--- src/rtl/reg_access_status.sv ---
module reg_access_status #(
  parameter int NREGS = 32,
  parameter logic [NREGS-1:0] RO_MASK = {4'hF, {(NREGS-5){1'b0}}, 1'b1}
) (
  input  logic        clk,
  input  logic        rst_n,
  input  logic        req_start,
  input  logic        req_write,
  input  logic [15:0] req_addr,
  input  logic [15:0] req_len,
  input  logic        wdat_valid,
  input  logic [7:0]  wdat_byte,
  input  logic        req_done,
  input  logic [7:0]  evt_in,
  input  logic        stat_rd,
  output logic [7:0]  status,
  output logic        rsp_valid,
  output logic [7:0]  rsp_byte,
  output logic [15:0] rf_addr,
  output logic [31:0] rf_wdata,
  output logic        rf_we,
  output logic        rf_rd,
  input  logic [31:0] rf_rdata
);
  localparam int IW   = $clog2(NREGS);
  localparam int CW   = IW + 2;
  localparam int MAXB = NREGS * 4;

  typedef enum logic [2:0] {S_IDLE, S_COLL, S_WR, S_RDREQ, S_RDCAP, S_RDOUT} st_t;

  st_t          st;
  logic [15:0]  base, len, cnt;
  logic [IW:0]  nw, k;
  logic [1:0]   b;
  logic [31:0]  word;
  logic [7:0]   dbuf [MAXB];
  logic         ro_hit, bad_hdr, own_err, last_k;
  logic [16:0]  end_b;
  logic [CW-1:0] bi;

  assign end_b = {1'b0, req_addr} + {1'b0, req_len};

  always_comb begin
    ro_hit = 1'b0;
    for (int i = 0; i < NREGS; i++)
      if (RO_MASK[i] && 17'(i * 4) >= {1'b0, req_addr} && 17'(i * 4) < end_b)
        ro_hit = 1'b1;
  end

  assign bad_hdr = (|req_addr[1:0]) | (|req_len[1:0]) | (end_b > 17'(MAXB)) | (req_write & ro_hit);
  assign own_err = (st == S_IDLE && req_start && bad_hdr) ||
                   (st == S_COLL && req_done && cnt != len);
  assign last_k  = (k == nw - (IW+1)'(1));
  assign bi      = {k[IW-1:0], 2'b00};

  assign rf_addr   = base + 16'({k, 2'b00});
  assign rf_we     = (st == S_WR);
  assign rf_rd     = (st == S_RDREQ);
  assign rf_wdata  = {dbuf[bi], dbuf[bi + CW'(1)], dbuf[bi + CW'(2)], dbuf[bi + CW'(3)]};
  assign rsp_valid = (st == S_RDOUT);
  assign rsp_byte  = word[31:24];

  always_ff @(posedge clk) begin
    if (!rst_n) status <= 8'h00;
    else        status <= (stat_rd ? 8'h00 : status) | evt_in | {4'b0, own_err, 3'b0};
  end

  always_ff @(posedge clk) begin
    if (st == S_COLL && wdat_valid && cnt < 16'(MAXB))
      dbuf[cnt[CW-1:0]] <= wdat_byte;
  end

  always_ff @(posedge clk) begin
    if (!rst_n) begin
      st <= S_IDLE; base <= '0; len <= '0; cnt <= '0;
      nw <= '0; k <= '0; b <= '0; word <= '0;
    end else begin
      case (st)
        S_IDLE: if (req_start && !bad_hdr) begin
          base <= req_addr; len <= req_len; cnt <= '0; k <= '0;
          nw   <= req_len[CW:2];
          if (req_write)           st <= S_COLL;
          else if (req_len != '0)  st <= S_RDREQ;
        end
        S_COLL: begin
          if (wdat_valid) cnt <= cnt + 16'd1;
          if (req_done)   st  <= (cnt != len || len == '0) ? S_IDLE : S_WR;
        end
        S_WR: begin
          k <= k + (IW+1)'(1);
          if (last_k) st <= S_IDLE;
        end
        S_RDREQ: st <= S_RDCAP;
        S_RDCAP: begin word <= rf_rdata; b <= '0; st <= S_RDOUT; end
        S_RDOUT: begin
          word <= word << 8;
          b    <= b + 2'd1;
          if (b == 2'd3) begin
            k  <= k + (IW+1)'(1);
            st <= last_k ? S_IDLE : S_RDREQ;
          end
        end
        default: st <= S_IDLE;
      endcase
    end
  end
endmodule


--- config.mk ---
export PLATFORM = sky130hd
export DESIGN_NAME = reg_access_status
export DESIGN_NICKNAME = d
export VERILOG_FILES = /design/src/rtl/reg_access_status.sv
export SDC_FILE = /design/constraint.sdc
export NUM_CORES = 1
export LEC_CHECK = 0
export ABC_AREA = 1
export CAP_MARGIN = 40
export CORE_AREA = 2 2 271 273
export CTS_BUF_LIST = sky130_fd_sc_hd__clkbuf_8
export DETAILED_ROUTE_END_ITERATION = 8
export DIE_AREA = 0 0 273 275
export DONT_BUFFER_PORTS = 1
export PLACE_DENSITY_LB_ADDON = 0.2
export SLEW_MARGIN = 20
export SYNTH_ARGS = -nofsm -noshare
export SYNTH_HDL_FRONTEND = slang
export SYNTH_SLANG_ARGS = --single-unit
--- constraint.sdc ---
create_clock -name clk -period 4.35 [get_ports clk]
set_input_delay 0.87 -clock clk [delete_from_list [all_inputs] [get_ports clk]]
set_output_delay 0.87 -clock clk [all_outputs]
set_load 0.05 [all_outputs]
==> impl_metrics.csv, run 1 <==
group,metric,value,unit
timing,drv_slew,0,
routing,drc,0,
pwr,power.leakage,17.3,nW
routing,route.detailed.wl_per_inst,23.2,um
timing,fmaxAchievable,229,MHz
placement,placed_area,0.0477,mm2
timing,worst_slew_pin_slew,1.15,ns
global_routing,grt_usage,31.1,%
placement,dp_cells,4762,
critical_path,crit_arrival,3.50,ns
cts,clk_pin_slew,0.06,ns
floorplan,ioPinCount,154,
synthesis,synth_fp_nets,4071,
floorplan,die_w,273,um
timing,fin_skew,0.0340,ns
pwr,irDropWorstVdd,269,uV
status,outcome,"complete, but fails checks",
critical_path,path_cells,"buf_16 > o21ai_0 > o22ai_1 > o211ai_1 > nand3_1 > o21ai_0 > inv_1 > buf_4",
hold_path,hold_depth,2,
cts,cts_tree,"built",
finish,fillCellCount,5007,
critical_path,worstPathMaxFanout,196,
cts,clk-insertion-delay-late,0.82,ns
critical_path,cp.depth,8,
synthesis,ys_seq_area_share,70.7,%
timing,setup_viol,1,
global_routing,grt_pass1_wl,176000,um
global_routing,antenna_found_initial,3,
finish,final_cells,5079,
global_routing,grt_pass1_vias,30100,
cts,cts_made_buffers,173,
routing,via_per_inst,6.29,
synthesis,syn-cell-area,0.0464,mm2
global_routing,overflow,0,
critical_path,worstPathRequired,3.48,ns
critical_path,cp-end-kind,"output port",
routing,drt_wl_total,118000,um
synthesis,synth_area_leaders,"edfxtp_1 (66%), nor2_1 (6.4%), o21ai_0 (6.3%)",
timing,holdWs,0.170,ns
cts,ctsHtreeMaxLevel,4,
status,violations,"negative setup slack",
routing,drtPass1Iterations,8,
critical_path,path_buf_inv,3,
timing,slew-limit-headroom,23.4,%
synthesis,synth.most_common_cell,"edfxtp_1",
timing,setup_slack,-0.0168,ns
critical_path,crit_family,"compound AO/OA/AOI/OAI gates",
placement,portBuffers,0,
synthesis,syn_inst,3956,
routing,drt_first_iter_violations,4104,
critical_path,worstSetupPathType,"register to output port",
critical_path,worstRegToRegCells,9,
synthesis,synth.ff_latch_count,1128,
synthesis,synth-edff-count,1024,
cts,clock-sinks,1128,
finish,drive_above_1_share,8.81,%
floorplan,die_area,0.0751,mm2
synthesis,synth_top_area_cell,"edfxtp_1",
finish,nNetsFinal,4104,
critical_path,slowest_stage,"o21ai_0",
global_routing,grt_max_degree,197,
critical_path,crit_path_frequent_cell,"o21ai_0",
cts,cts_max_path_buffers,3,
floorplan,row_count,99,
run,drv_cap,0,
floorplan,core-area,0.0723,mm2
pwr,power_density,453,mW/mm2
synthesis,ys.flop_type,"edfxtp_1",
synthesis,synth_area_per_cell,11.7,um2
hold_path,hold_class,"input port to register",
cts,post-cts-setup-buffers,0,
synthesis,async_reset_ff_share,0,%
routing,ant_nets,0,
floorplan,start_util,64.2,%
synthesis,synth_cell_type_count,49,
cts,cts_hold_buf,0,
timing,hold_viol_final,0,
placement,dpl_worst_slack,0.594,ns
timing,rsz0062_at_grt,"yes",
synthesis,synth_top_area_share,66.2,%
synthesis,synth_common_cells,"edfxtp_1 (1024), nor2_1 (795), o21ai_0 (584)",
critical_path,cp_slowest_stage_delay,0.46,ns
finish,fin_area,0.0511,mm2
timing,fin_crit_sh,100,%
cts,root_buffer,"clkbuf_8",
placement,hpwl,67900,um
critical_path,crit_path_start_kind,"register",
placement,gp_congestion,0.918,
finish,post-route-util,70.6,%
timing,finalCriticalPeriod,4.37,ns
finish,area_growth,9.91,%
synthesis,yosysWarnings,0,
floorplan,die_h,275,um
routing,route.vias.total,32000,
==> cell usage in the layout, fill, tap and decap left out, types with 4 or more instances in the layout <==
master / Yosys / layout
dfxtp_4: 0 / 4
nor2_1: 795 / 794
buf_12: 0 / 18
nor4_1: 12 / 12
nand4_1: 33 / 33
nand3b_1: 5 / 5
inv_1: 160 / 210
ha_1: 26 / 26
o211ai_1: 30 / 30
xnor2_1: 8 / 8
xor2_1: 31 / 31
clkbuf_8: 0 / 187
buf_4: 10 / 81
a21oi_1: 87 / 87
a32oi_1: 6 / 6
dfxtp_1: 104 / 99
nand3_1: 125 / 125
buf_16: 0 / 5
o21ai_0: 584 / 583
inv_2: 6 / 7
edfxtp_1: 1024 / 1024
clkinv_2: 0 / 19
o22ai_1: 142 / 142
clkinv_1: 4 / 40
nor3_1: 20 / 17
clkinvlp_4: 0 / 6
o221ai_1: 137 / 137
nand2_1: 324 / 324
a31oi_1: 9 / 9
==> worst paths after layout <==
| kind | startpoint | slack [ns] | endpoint |
|---|---|---|---|
| setup / recovery | k[1]$_SDFFE_PN0N_ | -0.02 | rf_wdata[17] |
| hold / removal | evt_in[2] | 0.17 | status[2]$_SDFF_PN0_ |
| setup reg to reg | st[2]$_SDFFE_PN0P_ | 0.77 | dbuf[41][2]$_DFFE_PP_ |
| hold reg to reg | base[2]$_SDFFE_PN0P_ | 0.46 | base[2]$_SDFFE_PN0P_ |
==> layer usage <==
metal  global-route usage, %  up-vias  part of all wire, %
li1                        -    14500                    -
met1                    42.9    15300                   39
met2                    49.1     1825                   47
met3                    6.22      302                  9.9
met4                    12.7        2                  3.7
met5                       0        -               0.0093
==> flip-flops by register name (all words and copies together), names as in the netlist, named ones only <==
| register | cells |
|---|---|
| base | 16 |
| dbuf | 1024 |
| k | 6 |
| b | 2 |
| word | 32 |
| len | 16 |
| st | 3 |
| cnt | 16 |
| status | 8 |
==> through the flow <==
| step | power [mW] | setup TNS, ns |
|---|---|---|
| after detailed placement | 15.2 | 0 |
| after global routing | 23.9 | -0.320 |
| final | 23.1 | -0.0168 |
| after global placement | 15.1 | 0 |
| after floorplan | 14.2 | 0 |
| after CTS | 23.1 | 0 |
==> logic make-up after synthesis <==
logic type | count (synthesis) | share of synthesized area, %
adders and majority gates | 28 | 0.787
AOI/OAI and AO/OA | 1002 | 12.6
and+or+nand+nor | 1336 | 11.7
DFF | 1128 | 70.7
buffers and inverters | 423 | 3.56
xor gates and xnor gates | 39 | 0.735
==> report_power, final <==
part           internal (mW)  switching, mW
registers               11.8         0.0685
clock network           4.11           3.96
logic                  0.936           2.22
total                   16.9           6.25
==> worst register-to-register path, delay by kind of cell (launching register included) <==
family | cells | cell delay (ns)
and+or+nand+nor | 7 | 2.54
DFF | 1 | 0.33
buffers and inverters | 2 | 0.33
==> area by class of cell <==
type | count | area [um2] | area share (%)
flip-flops and latches | 1128 | 32800 | 64.3
multi-input cells | 2405 | 12000 | 23.5
clock buffers | 187 | 2570 | 5.04
repair buffers | 111 | 1210 | 2.37
well taps | 959 | 1200 | 2.35
inverters | 170 | 649 | 1.27
clock inverters | 118 | 572 | 1.12
diodes | 1 | 2.50 | 0.00490
==> what timing repair did <==
action	CTS	global route
gates cloned	0	1
setup endpoints to repair	3	20
resized for setup	3	9
Note: power is estimated with default switching activity, not from simulation.
==> inputs of run 2 (changes only) <==
--- a/config.mk
+++ b/config.mk
@@ -13,4 +13,5 @@
 export DIE_AREA = 0 0 273 275
 export DONT_BUFFER_PORTS = 1
+export GPL_ROUTABILITY_DRIVEN = 1
 export PLACE_DENSITY_LB_ADDON = 0.2
 export SLEW_MARGIN = 20
==> constraint.sdc (replaced) <==
create_clock -name clk -period 4.35 [get_ports clk]
set_input_delay 0.87 -clock clk [delete_from_list [all_inputs] [get_ports clk]]
set_output_delay 0.87 -clock clk [all_outputs]
set_load 0.005 [all_outputs]
==> run 2 against run 1 <==
Effect of this change: critical path type unchanged; utilization is 0.86 points lower; sequential power barely moved; the run now ends clean; global-route usage is 0.16 points lower.
==> impl_metrics.csv, run 2 (synthesis gave the netlist of run 1 again) <==
group,metric,value,unit
finish,drive_above_1_share,7.57,%
global_routing,grt_pass1_wl,175000,um
critical_path,slowest_stage,"dfxtp_4",
pwr,irDropWorstVdd,270,uV
finish,final_cell_mix,"edfxtp_1 (1024), nor2_1 (794), o21ai_0 (583)",
critical_path,cp.depth,8,
routing,ant_nets,0,
floorplan,core-area,0.0723,mm2
critical_path,r2r-start,"st[0]$_SDFFE_PN0P_",
critical_path,cp-end-kind,"output port",
cts,clock-sinks,1128,
placement,dp_cells,4709,
timing,fin_crit_sh,96.1,%
critical_path,path_cells,"buf_16 > buf_12 > o21ai_0 > o221ai_1 > nand3_1 > nand3_1 > o21ai_0 > inv_1",
finish,largest_register_ffs,1024,
run,drv_cap,0,
routing,drc,0,
timing,setup_viol,0,
timing,worst_slew_pin_slew,0.899,ns
timing,fmaxAchievable,239,MHz
global_routing,grt_pass1_vias,29900,
cts,clk-insertion-delay-late,0.82,ns
floorplan,start_util,64.2,%
critical_path,crit_end,"rf_wdata[10]",
cts,cts_tree,"built",
timing,fin_skew,0.0411,ns
floorplan,ioPinCount,154,
timing,rsz0062_at_grt,"no",
critical_path,worstPathRequired,3.48,ns
cts,post-cts-setup-buffers,0,
routing,drtPass1Iterations,6,
critical_path,worstSetupPathType,"register to output port",
finish,post-route-util,69.7,%
finish,final_common_cell,"edfxtp_1",
cts,ctsHtreeMaxLevel,4,
routing,drt_wl_total,117000,um
critical_path,r2r-end,"dbuf[19][6]$_DFFE_PP_",
pwr,power_density,446,mW/mm2
critical_path,setup.worst_path.start,"k[0]$_SDFFE_PN0N_",
placement,portBuffers,0,
critical_path,crit_family,"buffers and inverters",
global_routing,grt_usage,30.9,%
routing,via_per_inst,6.29,
routing,drt_first_iter_violations,4208,
critical_path,path_buf_inv,3,
timing,finalCriticalPeriod,4.18,ns
floorplan,die_area,0.0751,mm2
placement,gp_congestion,0.894,
finish,nNetsFinal,4052,
cts,root_buffer,"clkbuf_8",
cts,clk_pin_slew,0.06,ns
finish,area_growth,8.56,%
floorplan,die_h,275,um
cts,cts_max_path_buffers,3,
placement,hpwl,67100,um
global_routing,grt_max_degree,129,
status,outcome,"completed",
floorplan,row_count,99,
pwr,power.leakage,16.9,nW
critical_path,r2r_slack,0.80,ns
routing,route.vias.total,31600,
finish,final_cells,5027,
cts,cts_made_buffers,173,
critical_path,crit_arrival,3.31,ns
hold_path,hold_class,"input port to register",
timing,slew-limit-headroom,39.9,%
timing,hold_viol_final,0,
routing,route.detailed.wl_per_inst,23.3,um
floorplan,die_w,273,um
timing,fin_tns_setup,0,ns
global_routing,overflow,0,
critical_path,worstPathMaxFanout,103,
critical_path,crit_path_start_kind,"register",
global_routing,antenna_found_initial,4,
timing,drv_slew,0,
critical_path,worstRegToRegCells,8,
critical_path,cp_slowest_stage_delay,0.52,ns
[run 2: cell types whose count changed in the layout (fill, tap and decap cells not counted), sizes merged]
| cell | change |
|---|---|
| buf | -51 |
| bufinv | -1 |
| clkbuf | -7 |
| clkinv | +3 |
| clkinvlp | -3 |
| inv | +7 |
[run 2: what timing repair did]
item / 4_1_cts / 5_1_grt
setup endpoints to repair: 1 / 14
hold buffers: 0 / 0
resized for setup: 1 / 5
[run 2: how the worst min path moves through the flow]
stage | to | depth (start not counted) | slack (ns) | startpoint
2_1_floorplan | base[2]$_SDFFE_PN0P_ | 2 | 0.43 | base[2]$_SDFFE_PN0P_
4_1_cts | dbuf[94][2]$_DFFE_PP_ | 0 | 0.11 | wdat_byte[2]
3_3_place_gp | base[7]$_SDFFE_PN0P_ | 2 | 0.44 | base[7]$_SDFFE_PN0P_
5_1_grt | dbuf[94][2]$_DFFE_PP_ | 0 | 0.14 | wdat_byte[2]
3_5_place_dp | base[7]$_SDFFE_PN0P_ | 2 | 0.45 | base[7]$_SDFFE_PN0P_
6_report | status[2]$_SDFF_PN0_ | 2 | 0.18 | evt_in[2]
[run 2: area by class of cell]
cell class                 count  area, um2
sequential                  1128      32800
fill                        5038      21900
multi-input combinational   2405      12000
clock buffer                 181       2490
tap                          959       1200
timing repair buffer          59        654
inverter                     170        649
clock inverter               124        604
antenna                        1       2.50
[run 2: layer usage]
layer / share of wire, % / wire length (um) / global-route usage (%)
met5: 0.011 / 13 / 0
met4: 3.4 / 4020 / 12.6
met3: 10 / 12000 / 6.72
met2: 47 / 54600 / 48.0
met1: 40 / 46300 / 43.1
[run 2: through the flow]
stage | setup slack (ns) | hold WS [ns] | total power, mW | instance area, um2
floorplan | 1.03 | 0.428 | 13.9 | 46400
global placement | 0.775 | 0.445 | 14.6 | 47100
detailed placement | 0.761 | 0.452 | 14.7 | 47200
CTS | 0.0165 | 0.114 | 22.5 | 50300
global route | 0.00666 | 0.136 | 23.2 | 50400
finish | 0.168 | 0.176 | 22.5 | 50400
[run 2: power breakdown]
part           leakage [nW]  total, mW  internal, mW  switching (mW)
Clock                  1.80       7.95          3.97            3.98
Combinational          5.07       2.61         0.725            1.89
Sequential             10.0       11.9          11.8          0.0532
Total                  16.9       22.5          16.5            5.92
